===== src/rtl/i2ct_pkg.sv =====
package i2ct_pkg;
  localparam int CB_EN    = 0;
  localparam int CB_START = 3;
  localparam int CB_STOP  = 4;
  localparam int CB_HALT  = 6;

  localparam int PB_BYTE   = 0;
  localparam int PB_RXBYTE = 1;
  localparam int PB_TXDONE = 2;
  localparam int PB_RXDONE = 3;
  localparam int PB_START  = 4;
  localparam int PB_STOP   = 5;
  localparam int PB_NACK   = 6;
  localparam int NPEND     = 7;

  localparam logic [1:0] RA_CTRL = 2'd0;
  localparam logic [1:0] RA_IEN  = 2'd1;
  localparam logic [1:0] RA_PEND = 2'd2;
  localparam logic [1:0] RA_CNT  = 2'd3;

  typedef enum logic [2:0] {
    S_IDLE, S_STA, S_HOLD, S_LDA, S_LDB, S_SEND, S_STP, S_PARK
  } bus_st_t;

  typedef struct packed {
    logic nack;
    logic stopped;
    logic started;
    logic tx_done;
    logic byte_sent;
  } bus_evt_t;
endpackage


===== src/rtl/i2ct_txbuf.sv =====
module i2ct_txbuf #(
  parameter int WORDS = 8,
  localparam int AW = $clog2(WORDS),
  localparam int IW = AW + 2
) (
  input  logic          clk,
  input  logic          we,
  input  logic [AW-1:0] waddr,
  input  logic [31:0]   wdata,
  input  logic [IW-1:0] idx,
  output logic [7:0]    rbyte
);
  logic [31:0] mem [WORDS];
  logic [31:0] rword;
  logic [1:0]  lane_q;

  // Write port and registered read port, in a shape block RAM can take.
  always_ff @(posedge clk) begin
    if (we) mem[waddr] <= wdata;
    rword  <= mem[idx[IW-1:2]];
    lane_q <= idx[1:0];
  end

  always_comb rbyte = 8'(rword >> {lane_q, 3'b000});
endmodule


===== src/rtl/i2ct_regs.sv =====
module i2ct_regs
  import i2ct_pkg::*;
#(
  parameter int BYTES = 32,
  localparam int CNT_W = $clog2(BYTES + 1)
) (
  input  logic             clk,
  input  logic             rst,
  input  logic             we,
  input  logic             sel_ctl,
  input  logic [1:0]       ra,
  input  logic [31:0]      wdata,
  input  bus_evt_t         evt,
  input  logic             go_take,
  output logic             en,
  output logic [1:0]       mode,
  output logic             start_req,
  output logic             stop_req,
  output logic             halt,
  output logic             go,
  output logic [CNT_W-1:0] cnt,
  output logic             irq,
  output logic [31:0]      rdata
);
  logic [NPEND-1:0] ctrl_q, ien_q, pend_q, set_v, clr_v;
  logic [CNT_W-1:0] cnt_q;
  logic go_q, irq_q;
  logic wr_ctrl, wr_ien, wr_pend, wr_cnt, cnt_ok;

  assign wr_ctrl = we && sel_ctl && ra == RA_CTRL;
  assign wr_ien  = we && sel_ctl && ra == RA_IEN;
  assign wr_pend = we && sel_ctl && ra == RA_PEND;
  assign wr_cnt  = we && sel_ctl && ra == RA_CNT;
  assign cnt_ok  = (wdata != 32'd0) && (wdata <= 32'(BYTES));

  always_comb begin
    set_v = '0;
    set_v[PB_BYTE]   = evt.byte_sent;
    set_v[PB_TXDONE] = evt.tx_done;
    set_v[PB_START]  = evt.started;
    set_v[PB_STOP]   = evt.stopped;
    set_v[PB_NACK]   = evt.nack;
    clr_v = wr_pend ? wdata[NPEND-1:0] : '0;
  end

  always_ff @(posedge clk) begin
    if (rst) begin
      ctrl_q <= '0;
      ien_q  <= '0;
      pend_q <= '0;
      cnt_q  <= '0;
      go_q   <= 1'b0;
      irq_q  <= 1'b0;
      rdata  <= '0;
    end else begin
      if (wr_ctrl) ctrl_q <= wdata[NPEND-1:0] & 7'h5F;
      else begin
        if (evt.started) ctrl_q[CB_START] <= 1'b0;
        if (evt.stopped) ctrl_q[CB_STOP]  <= 1'b0;
      end
      if (wr_ien) ien_q <= wdata[NPEND-1:0];
      pend_q <= (pend_q & ~clr_v) | set_v;
      if (wr_cnt && cnt_ok && ctrl_q[CB_EN]) begin
        cnt_q <= wdata[CNT_W-1:0];
        go_q  <= 1'b1;
      end else if (go_take || !ctrl_q[CB_EN]) begin
        go_q <= 1'b0;
      end
      irq_q <= |(pend_q & ien_q);
      if (!sel_ctl) rdata <= '0;
      else begin
        case (ra)
          RA_CTRL: rdata <= 32'(ctrl_q);
          RA_IEN:  rdata <= 32'(ien_q);
          RA_PEND: rdata <= 32'(pend_q);
          default: rdata <= 32'(cnt_q);
        endcase
      end
    end
  end

  assign en        = ctrl_q[CB_EN];
  assign mode      = ctrl_q[2:1];
  assign start_req = ctrl_q[CB_START];
  assign stop_req  = ctrl_q[CB_STOP];
  assign halt      = ctrl_q[CB_HALT];
  assign go        = go_q;
  assign cnt       = cnt_q;
  assign irq       = irq_q;

  // a write-1 clears the named bits when no event sets them that cycle
  p_pend_w1c_r10: assert property (@(posedge clk) disable iff (rst)
    (wr_pend && set_v == '0) |=> ((pend_q & $past(wdata[NPEND-1:0])) == '0));

  // receive-side flags never rise in this engine
  p_rx_flags_r10: assert property (@(posedge clk) disable iff (rst)
    (pend_q[PB_RXBYTE] == 1'b0 && pend_q[PB_RXDONE] == 1'b0));

  // masked-off pending flags cannot raise the interrupt
  p_irq_mask_r11: assert property (@(posedge clk) disable iff (rst)
    ((pend_q & ien_q) == '0) |=> !irq_q);
endmodule


===== src/rtl/i2ct_bus.sv =====
module i2ct_bus
  import i2ct_pkg::*;
#(
  parameter int BYTES = 32,
  localparam int CNT_W = $clog2(BYTES + 1),
  localparam int IW = $clog2(BYTES)
) (
  input  logic             clk,
  input  logic             rst,
  input  logic             tick,
  input  logic             en,
  input  logic [1:0]       mode,
  input  logic             start_req,
  input  logic             stop_req,
  input  logic             halt,
  input  logic             go,
  input  logic [CNT_W-1:0] cnt,
  input  logic             scl_i,
  input  logic             sda_i,
  input  logic [7:0]       rbyte,
  output logic [IW-1:0]    idx,
  output logic             scl_low,
  output logic             sda_low,
  output logic             go_take,
  output bus_evt_t         evt
);
  bus_st_t          st;
  logic [1:0]       qtr;
  logic [3:0]       bitn;
  logic [7:0]       shf;
  logic [CNT_W-1:0] sent;
  logic             nack_q;

  always_ff @(posedge clk) begin
    if (rst) begin
      st      <= S_IDLE;
      qtr     <= '0;
      bitn    <= '0;
      shf     <= '0;
      sent    <= '0;
      idx     <= '0;
      nack_q  <= 1'b0;
      scl_low <= 1'b0;
      sda_low <= 1'b0;
      go_take <= 1'b0;
      evt     <= '0;
    end else begin
      evt     <= '0;
      go_take <= 1'b0;
      if (!en && st != S_IDLE && st != S_PARK) begin
        // park: SCL held low, SDA let go, no STOP condition
        st      <= S_PARK;
        scl_low <= 1'b1;
        sda_low <= 1'b0;
        qtr     <= '0;
      end else begin
        case (st)
          S_IDLE: if (en && start_req && mode == 2'd0) begin
            st  <= S_STA;
            qtr <= '0;
          end
          S_PARK: if (tick) begin
            scl_low <= 1'b0;
            st      <= S_IDLE;
          end
          S_STA: if (tick) begin
            qtr <= qtr + 2'd1;
            case (qtr)
              2'd0: begin sda_low <= 1'b0; scl_low <= 1'b0; end
              2'd1: sda_low <= 1'b1;
              default: begin
                scl_low     <= 1'b1;
                evt.started <= 1'b1;
                st          <= S_HOLD;
              end
            endcase
          end
          S_HOLD: begin
            if (go) begin
              go_take <= 1'b1;
              idx     <= '0;
              sent    <= '0;
              st      <= S_LDA;
            end else if (stop_req) begin
              st  <= S_STP;
              qtr <= '0;
            end
          end
          S_LDA: st <= S_LDB;
          S_LDB: begin
            shf  <= rbyte;
            bitn <= '0;
            qtr  <= '0;
            st   <= S_SEND;
          end
          S_SEND: if (tick) begin
            case (qtr)
              2'd0: begin
                sda_low <= (bitn == 4'd8) ? 1'b0 : ~shf[7];
                qtr     <= 2'd1;
              end
              2'd1: begin
                scl_low <= 1'b0;
                qtr     <= 2'd2;
              end
              2'd2: if (scl_i) begin
                if (bitn == 4'd8) nack_q <= sda_i;
                qtr <= 2'd3;
              end
              default: begin
                scl_low <= 1'b1;
                qtr     <= 2'd0;
                if (bitn != 4'd8) begin
                  shf  <= {shf[6:0], 1'b0};
                  bitn <= bitn + 4'd1;
                end else begin
                  evt.byte_sent <= 1'b1;
                  evt.nack      <= nack_q;
                  sent          <= sent + 1'b1;
                  idx           <= idx + 1'b1;
                  if (nack_q && halt) st <= S_HOLD;
                  else if (CNT_W'(sent + 1'b1) == cnt) begin
                    evt.tx_done <= 1'b1;
                    st          <= S_HOLD;
                  end else st <= S_LDA;
                end
              end
            endcase
          end
          S_STP: if (tick) begin
            qtr <= qtr + 2'd1;
            case (qtr)
              2'd0: sda_low <= 1'b1;
              2'd1: scl_low <= 1'b0;
              default: begin
                sda_low     <= 1'b0;
                evt.stopped <= 1'b1;
                st          <= S_IDLE;
              end
            endcase
          end
          default: st <= S_IDLE;
        endcase
      end
    end
  end

  // inside a byte, SDA moves only while SCL is held low
  p_sda_scl_low_r13: assert property (@(posedge clk) disable iff (rst)
    (st == S_SEND && !$stable(sda_low)) |-> (scl_low && $past(scl_low)));

  // the idle engine releases both lines
  p_idle_release_r1: assert property (@(posedge clk) disable iff (rst)
    (st == S_IDLE) |-> (!scl_low && !sda_low));

  // the parked bus keeps SCL low
  p_hold_scl_r6: assert property (@(posedge clk) disable iff (rst)
    (st == S_HOLD) |-> scl_low);
endmodule


===== src/rtl/i2c_tx_engine.sv =====
module i2c_tx_engine
  import i2ct_pkg::*;
#(
  parameter int BUF_WORDS = 8,
  localparam int WAW = $clog2(BUF_WORDS)
) (
  input  logic         clk,
  input  logic         rst,
  input  logic         bit_tick,
  input  logic         reg_we,
  input  logic [WAW:0] reg_addr,
  input  logic [31:0]  reg_wdata,
  output logic [31:0]  reg_rdata,
  input  logic         scl_i,
  input  logic         sda_i,
  output logic         scl_drive_low,
  output logic         sda_drive_low,
  output logic         irq
);
  localparam int BYTES = 4 * BUF_WORDS;
  localparam int CNT_W = $clog2(BYTES + 1);
  localparam int IW    = $clog2(BYTES);

  logic             en, start_req, stop_req, halt, go, go_take;
  logic [1:0]       mode;
  logic [CNT_W-1:0] cnt;
  logic [IW-1:0]    idx;
  logic [7:0]       rbyte;
  bus_evt_t         evt;

  i2ct_txbuf #(.WORDS(BUF_WORDS)) u_buf (
    .clk   (clk),
    .we    (reg_we && reg_addr[WAW]),
    .waddr (reg_addr[WAW-1:0]),
    .wdata (reg_wdata),
    .idx   (idx),
    .rbyte (rbyte)
  );

  i2ct_regs #(.BYTES(BYTES)) u_regs (
    .clk       (clk),
    .rst       (rst),
    .we        (reg_we),
    .sel_ctl   (!reg_addr[WAW]),
    .ra        (reg_addr[1:0]),
    .wdata     (reg_wdata),
    .evt       (evt),
    .go_take   (go_take),
    .en        (en),
    .mode      (mode),
    .start_req (start_req),
    .stop_req  (stop_req),
    .halt      (halt),
    .go        (go),
    .cnt       (cnt),
    .irq       (irq),
    .rdata     (reg_rdata)
  );

  i2ct_bus #(.BYTES(BYTES)) u_bus (
    .clk       (clk),
    .rst       (rst),
    .tick      (bit_tick),
    .en        (en),
    .mode      (mode),
    .start_req (start_req),
    .stop_req  (stop_req),
    .halt      (halt),
    .go        (go),
    .cnt       (cnt),
    .scl_i     (scl_i),
    .sda_i     (sda_i),
    .rbyte     (rbyte),
    .idx       (idx),
    .scl_low   (scl_drive_low),
    .sda_low   (sda_drive_low),
    .go_take   (go_take),
    .evt       (evt)
  );
endmodule


===== config.mk =====
export PLATFORM = sky130hd
export DESIGN_NAME = i2c_tx_engine
export DESIGN_NICKNAME = d
export VERILOG_FILES = /design/src/rtl/i2ct_pkg.sv /design/src/rtl/i2ct_txbuf.sv /design/src/rtl/i2ct_regs.sv /design/src/rtl/i2ct_bus.sv /design/src/rtl/i2c_tx_engine.sv
export SDC_FILE = /design/constraint.sdc
export NUM_CORES = 1
export LEC_CHECK = 0
export BUFFER_PORTS_ARGS = -buffer_cell sky130_fd_sc_hd__buf_2
export CELL_PAD_IN_SITES_DETAIL_PLACEMENT = 1
export CELL_PAD_IN_SITES_GLOBAL_PLACEMENT = 1
export CORE_UTILIZATION = 47
export DETAILED_ROUTE_END_ITERATION = 6
export PLACE_DENSITY_LB_ADDON = 0.15
export SLEW_MARGIN = 20
export SYNTH_ARGS = -nofsm -noshare
export SYNTH_HDL_FRONTEND = slang
export SYNTH_HIERARCHICAL = 1
export SYNTH_SLANG_ARGS = --single-unit

===== constraint.sdc =====
create_clock -name clk -period 3.8 [get_ports clk]
set_input_delay 0.76 -clock clk [delete_from_list [all_inputs] [get_ports clk]]
set_output_delay 0.76 -clock clk [all_outputs]
set_load 0.05 [all_outputs]

# After elaboration in Yosys (flattened, before gate mapping)
# Memory sizes are Yosys's and may differ from the RTL's. A register that Yosys moved wholly into a read port is not among the register bits.
# Cells that the tools add are included.
# totals
output_inout_bits	35
input_bits	42
latch_bits	0
mem_count	1
reg_bits	99
mem_bits_ro	0
mem_bits_rw	256
# memory_table
memory	words	width	rd	rd_clocked_by_memory_dff	write_ports	line_no	source
u_buf.mem	8	32	1	1	1	i2ct_txbuf.sv:13	logic [31:0] mem [WORDS];
# op_classes
muxes	72
n_bitwise	11
n_mul	0
order_cmp	1
reduce_logical	51
n_addsub	4
n_div	0
n_eq_ne	44
shifts	1
# ops
operator	count
$mux W3	12
$le A32 B6 Y1 const B	1
$reduce_bool A32 Y1	1
$shr A32 B5 Y8	1
$ne A3 B2 Y1 const B	10
$mux W1	24
$mux W6	4
$mux W8	3
$pmux W3 S8	1
$pmux W7 S3	1
$mux W5	4
$ne A2 B2 Y1 const B	9
$pmux W8 S2	1
$and A7 B7 Y7	2
$logic_and A1 B1 Y1	14
$mux W2	7
$reduce_and A7 Y1	2
$reduce_or A7 Y1	2
$eq A3 B3 Y1 const B	4
$mux W4	3
$pmux W6 S2	1
$reduce_and A6 Y1	2
$reduce_or A3 Y1	4
$pmux W2 S5	1
38 further kinds	70

# Depth between registers and ports, before layout
# depth
word_depth	9
mapped_depth	9
ltp_nobuf	7

# Modules after synthesis
# The synthesis kept the hierarchy.
# modules_own_cells
module	cells_per_inst	area_per_inst_um2	n_inst
i2ct_txbuf	427	10695.3	1
i2ct_bus	268	2250.9	1
i2ct_regs	180	1740.4	1
i2c_tx_engine	2	10.0	1

# Worst setup path after synthesis
# Ideal clock, no wire load.
# synth_timing
path_kind	input-to-reg
from	in reg_we
to	mem u_buf.mem[0][0], enable pin
path_buffers	0
path_stages	3
slack_ps	142
t_arrival_ps	3196
path_cell_list	and2_1 nand2b_1 nor3_1
# synth_between
elab_chain_len	3
# synth_rtl
element	line_no	source
start, declared	i2c_tx_engine.sv:10	input logic reg_we,
$logic_and A1 B1 Y1	i2c_tx_engine.sv:33	.we (reg_we && reg_addr[WAW]),
$mux W1	i2ct_txbuf.sv:19	if (we) mem[waddr] <= wdata;
$mux W1 (not written as such)	i2ct_txbuf.sv:19	
end, declared	i2ct_txbuf.sv:13	
# No other way between the ends.

# Final worst setup path
# layout_timing
from	reg u_bus.st[1]
to	reg u_bus.idx[3]
# layout_between
elab_chain_len	5
word_cells_on_any_way	14
# layout_rtl
element	line_no	source
start, declared	i2ct_bus.sv:27	bus_st_t st;
start signal, assigned	i2ct_bus.sv:36	st <= S_IDLE;
start signal, assigned	i2ct_bus.sv:52	st <= S_PARK;
start signal, assigned	i2ct_bus.sv:59	st <= S_STA;
branches (longest 5 deep; another with $reduce_and A6 Y1)	-	
end signal, assigned	i2ct_bus.sv:120	idx <= idx + 1'b1;
end, declared	i2ct_bus.sv:21	output logic [IW-1:0] idx,
# Parallel ways; which one is timed is not known.
# A chain may end at the register's enable or synchronous reset.

==> out/summary.txt <==
status - completed
CP cell instances - and3b_1 -> nand4_1 -> nor2_1 -> nand4_1 -> o21ai_0
initial antenna violation count - 0
worst endpoint data arrival time - 3.08 ns
Die X - 179 um
PortBufs - 51
Pwr per Cell Area - 520 nW/um^2
ys flop type - edfxtp_1
Vias/cell - 5.83
drt pass-1 iters - 4
Avg WL per Cell - 24.7 um
Setup WS post-layout - 1.16 ns
Yosys reg bits - 362
most frequent cells in the layout - edfxtp_1 (256), dfxtp_1 (103), buf_2 (51)
first-pass GRT wire length - 51900 um
Setup Fix Bufs, Post-CTS - 0
type of the worst min-delay path - flop to flop
most common cell after layout, fill and taps aside - edfxtp_1
met2 Use GR - 35.2%
Max IR drop VDD - 0.408 mV
setup TNS after final layout - 0 ns
count of cell types in the netlist - 76
crit path kind - flop to flop
slowest CP cell - nor2_1
critical path's top delay family - simple AND/OR/NAND/NOR gates
post-CTS sizing - 0
GR peak layer - met2
data required time of the critical path - 4.24 ns
routability cong. - 0.809
post-placement cell area - 15300 um^2
final setup fails - 0
area grow syn2layout - 12.0%
drt drc - 0
post-layout min period - 2.64 ns
filler cell count - 2829
Placed Instances - 1298
Vias - 7976
CTS Hold Bufs - 0
Worst-path clk slew - 0.06 ns
met1 usage - 32.3%
clk sinks - 362
number of synthesized flops with an enable pin - 256
Finished Cell Area - 16500 um^2
Bufs on Longest Clock Path - 3
static leakage - 5.54 nW
layout cells sized above 1 - 23.9%
largest net degree at the start of global routing - 57
dpl ws - 1.09 ns
total global-route track usage - 22.2%
Slew Limit Fails - 0
crit path max fanout - 20
Netlist Area Pre-Place - 14700 um^2
CP endpoint kind - flop
Final HPWL DP - 21000 um
post-synthesis sequential area ratio - 66.7%
TritonCTS buffer count - 39
Critical Path Most Common Cell - nand4_1
area of the die - 32000 um^2
synth warn - 6
RSZ-0062 raised after global routing - no
Synth Area per Inst - 16.8 um^2
Final Non-Filler Cells - 1369
num rows - 64
Starting Density - 47.9%
CTS tree - yes
initial detailed-routing violation count - 733
Fmax achieved - 0.378 GHz
total power - 8.56 mW
Slew @ Worst Pin - 0.946 ns
max-slew headroom at the worst pin - 36.6%
WL final - 33800 um
critical path startpoint category - flop
I/O pin count - 77
Worst-Skew Late Latency - 0.52 ns
core area - 30700 um^2
Clock Root Buffer - clkbuf_16
NumNets Final - 993
Post-synth ARST share - 0%
DRT antenna net count - 0
Crit path largest cell delay - 0.72 ns
Layout Skew - 0.00825 ns
vias in the first global route - 8331
CP bufs+invs - 0
max_cap viols - 0
met3 Resource Use GR - 2.80%
final hold violations - 0
Mapped Cells - 877
die height - 179 um
final worst-path cycle share - 69.6%
gr ovfl total - 0
H-tree depth - 2
## cell type report
class	instances	area [um^2]	share of cell area, %
Inverter	12	45.0	0.274
Antenna cell	1	2.50	0.0152
Timing Repair Buffer	72	438	2.66
Tap cell	396	495	3.01
Clock buffer	51	1030	6.26
Multi-Input combinational cell	456	4520	27.5
Sequential cell	362	9820	59.6
Clock inverter	19	110	0.669
## cell usage after synthesis (all sizes together), types with 13 or more instances
| cell | instances | area (um^2) |
|---|---|---|
| nor2 | 55 | 206 |
| nand2b | 21 | 131 |
| a21oi | 26 | 141 |
| mux2i | 18 | 180 |
| edfxtp | 256 | 7690 |
| mux2 | 35 | 394 |
| buf | 59 | 417 |
| dfxtp | 106 | 2120 |
| nand2 | 40 | 150 |
| nand3 | 13 | 80.1 |
| o21ai | 20 | 115 |
| mux4 | 77 | 1880 |
## registers in the layout, summed over array words and instances (netlist names), 2 cells and up
| name | flops |
|---|---|
| u_buf/rword | 32 |
| u_bus/st | 3 |
| u_buf/mem | 256 |
| u_regs/cnt | 6 |
| u_regs/rdata | 7 |
| u_bus/bitn | 4 |
| u_regs/pend_q | 7 |
| u_bus/idx | 5 |
| u_bus/qtr | 2 |
| u_bus/sent | 6 |
| u_buf/lane_q | 2 |
| u_regs/ien_q | 7 |
| u_bus/shf | 8 |
| u_bus/evt | 5 |
| u_regs/ctrl_q | 6 |
## logic make-up after synthesis
group | share of synthesized area (%)
AOI/OAI and AO/OA | 4.38
xor gates and xnor gates | 0.698
adders and majority gates | 0.681
buffers and inverters | 3.48
DFF | 66.7
muxes | 16.7
other | 0.0255
and+or+nand+nor | 7.25
## through the flow
stage                     hold slack [ns]  utilization (%)
final                               0.423             53.7
after detailed placement            0.417             49.9
after global placement              0.404             49.9
after CTS                           0.423             53.7
after floorplan                     0.380                -
after global routing                0.435             53.7
## metal layers
layer | part of all wire (%) | vias up
met5 | 0 | -
met4 | 2.2 | 0
met3 | 4.0 | 51
met2 | 48 | 190
met1 | 46 | 4191
li1 | - | 3544
## final timing paths
| path | startpoint | endpoint | slack, ns | cells after the start |
|---|---|---|---|---|
| max | u_bus/st[1]$_SDFFE_PP0P_ | u_bus/idx[3]$_SDFFE_PP0P_ | 1.16 | 5 |
| max reg2reg | u_bus/st[1]$_SDFFE_PP0P_ | u_bus/idx[3]$_SDFFE_PP0P_ | 1.16 | 5 |
| min reg2reg | u_bus/idx[0]$_SDFFE_PP0P_ | u_buf/lane_q[0]$_DFF_P_ | 0.42 | 0 |
| min | u_bus/idx[0]$_SDFFE_PP0P_ | u_buf/lane_q[0]$_DFF_P_ | 0.42 | 0 |
## where the power goes
part / internal [mW] / switching (mW) / leakage [nW]
clock network: 1.92 / 1.49 / 0.566
logic: 0.249 / 0.539 / 1.79
registers: 4.31 / 0.0554 / 3.18
No activity file was read; power rests on OpenSTA's default activity.
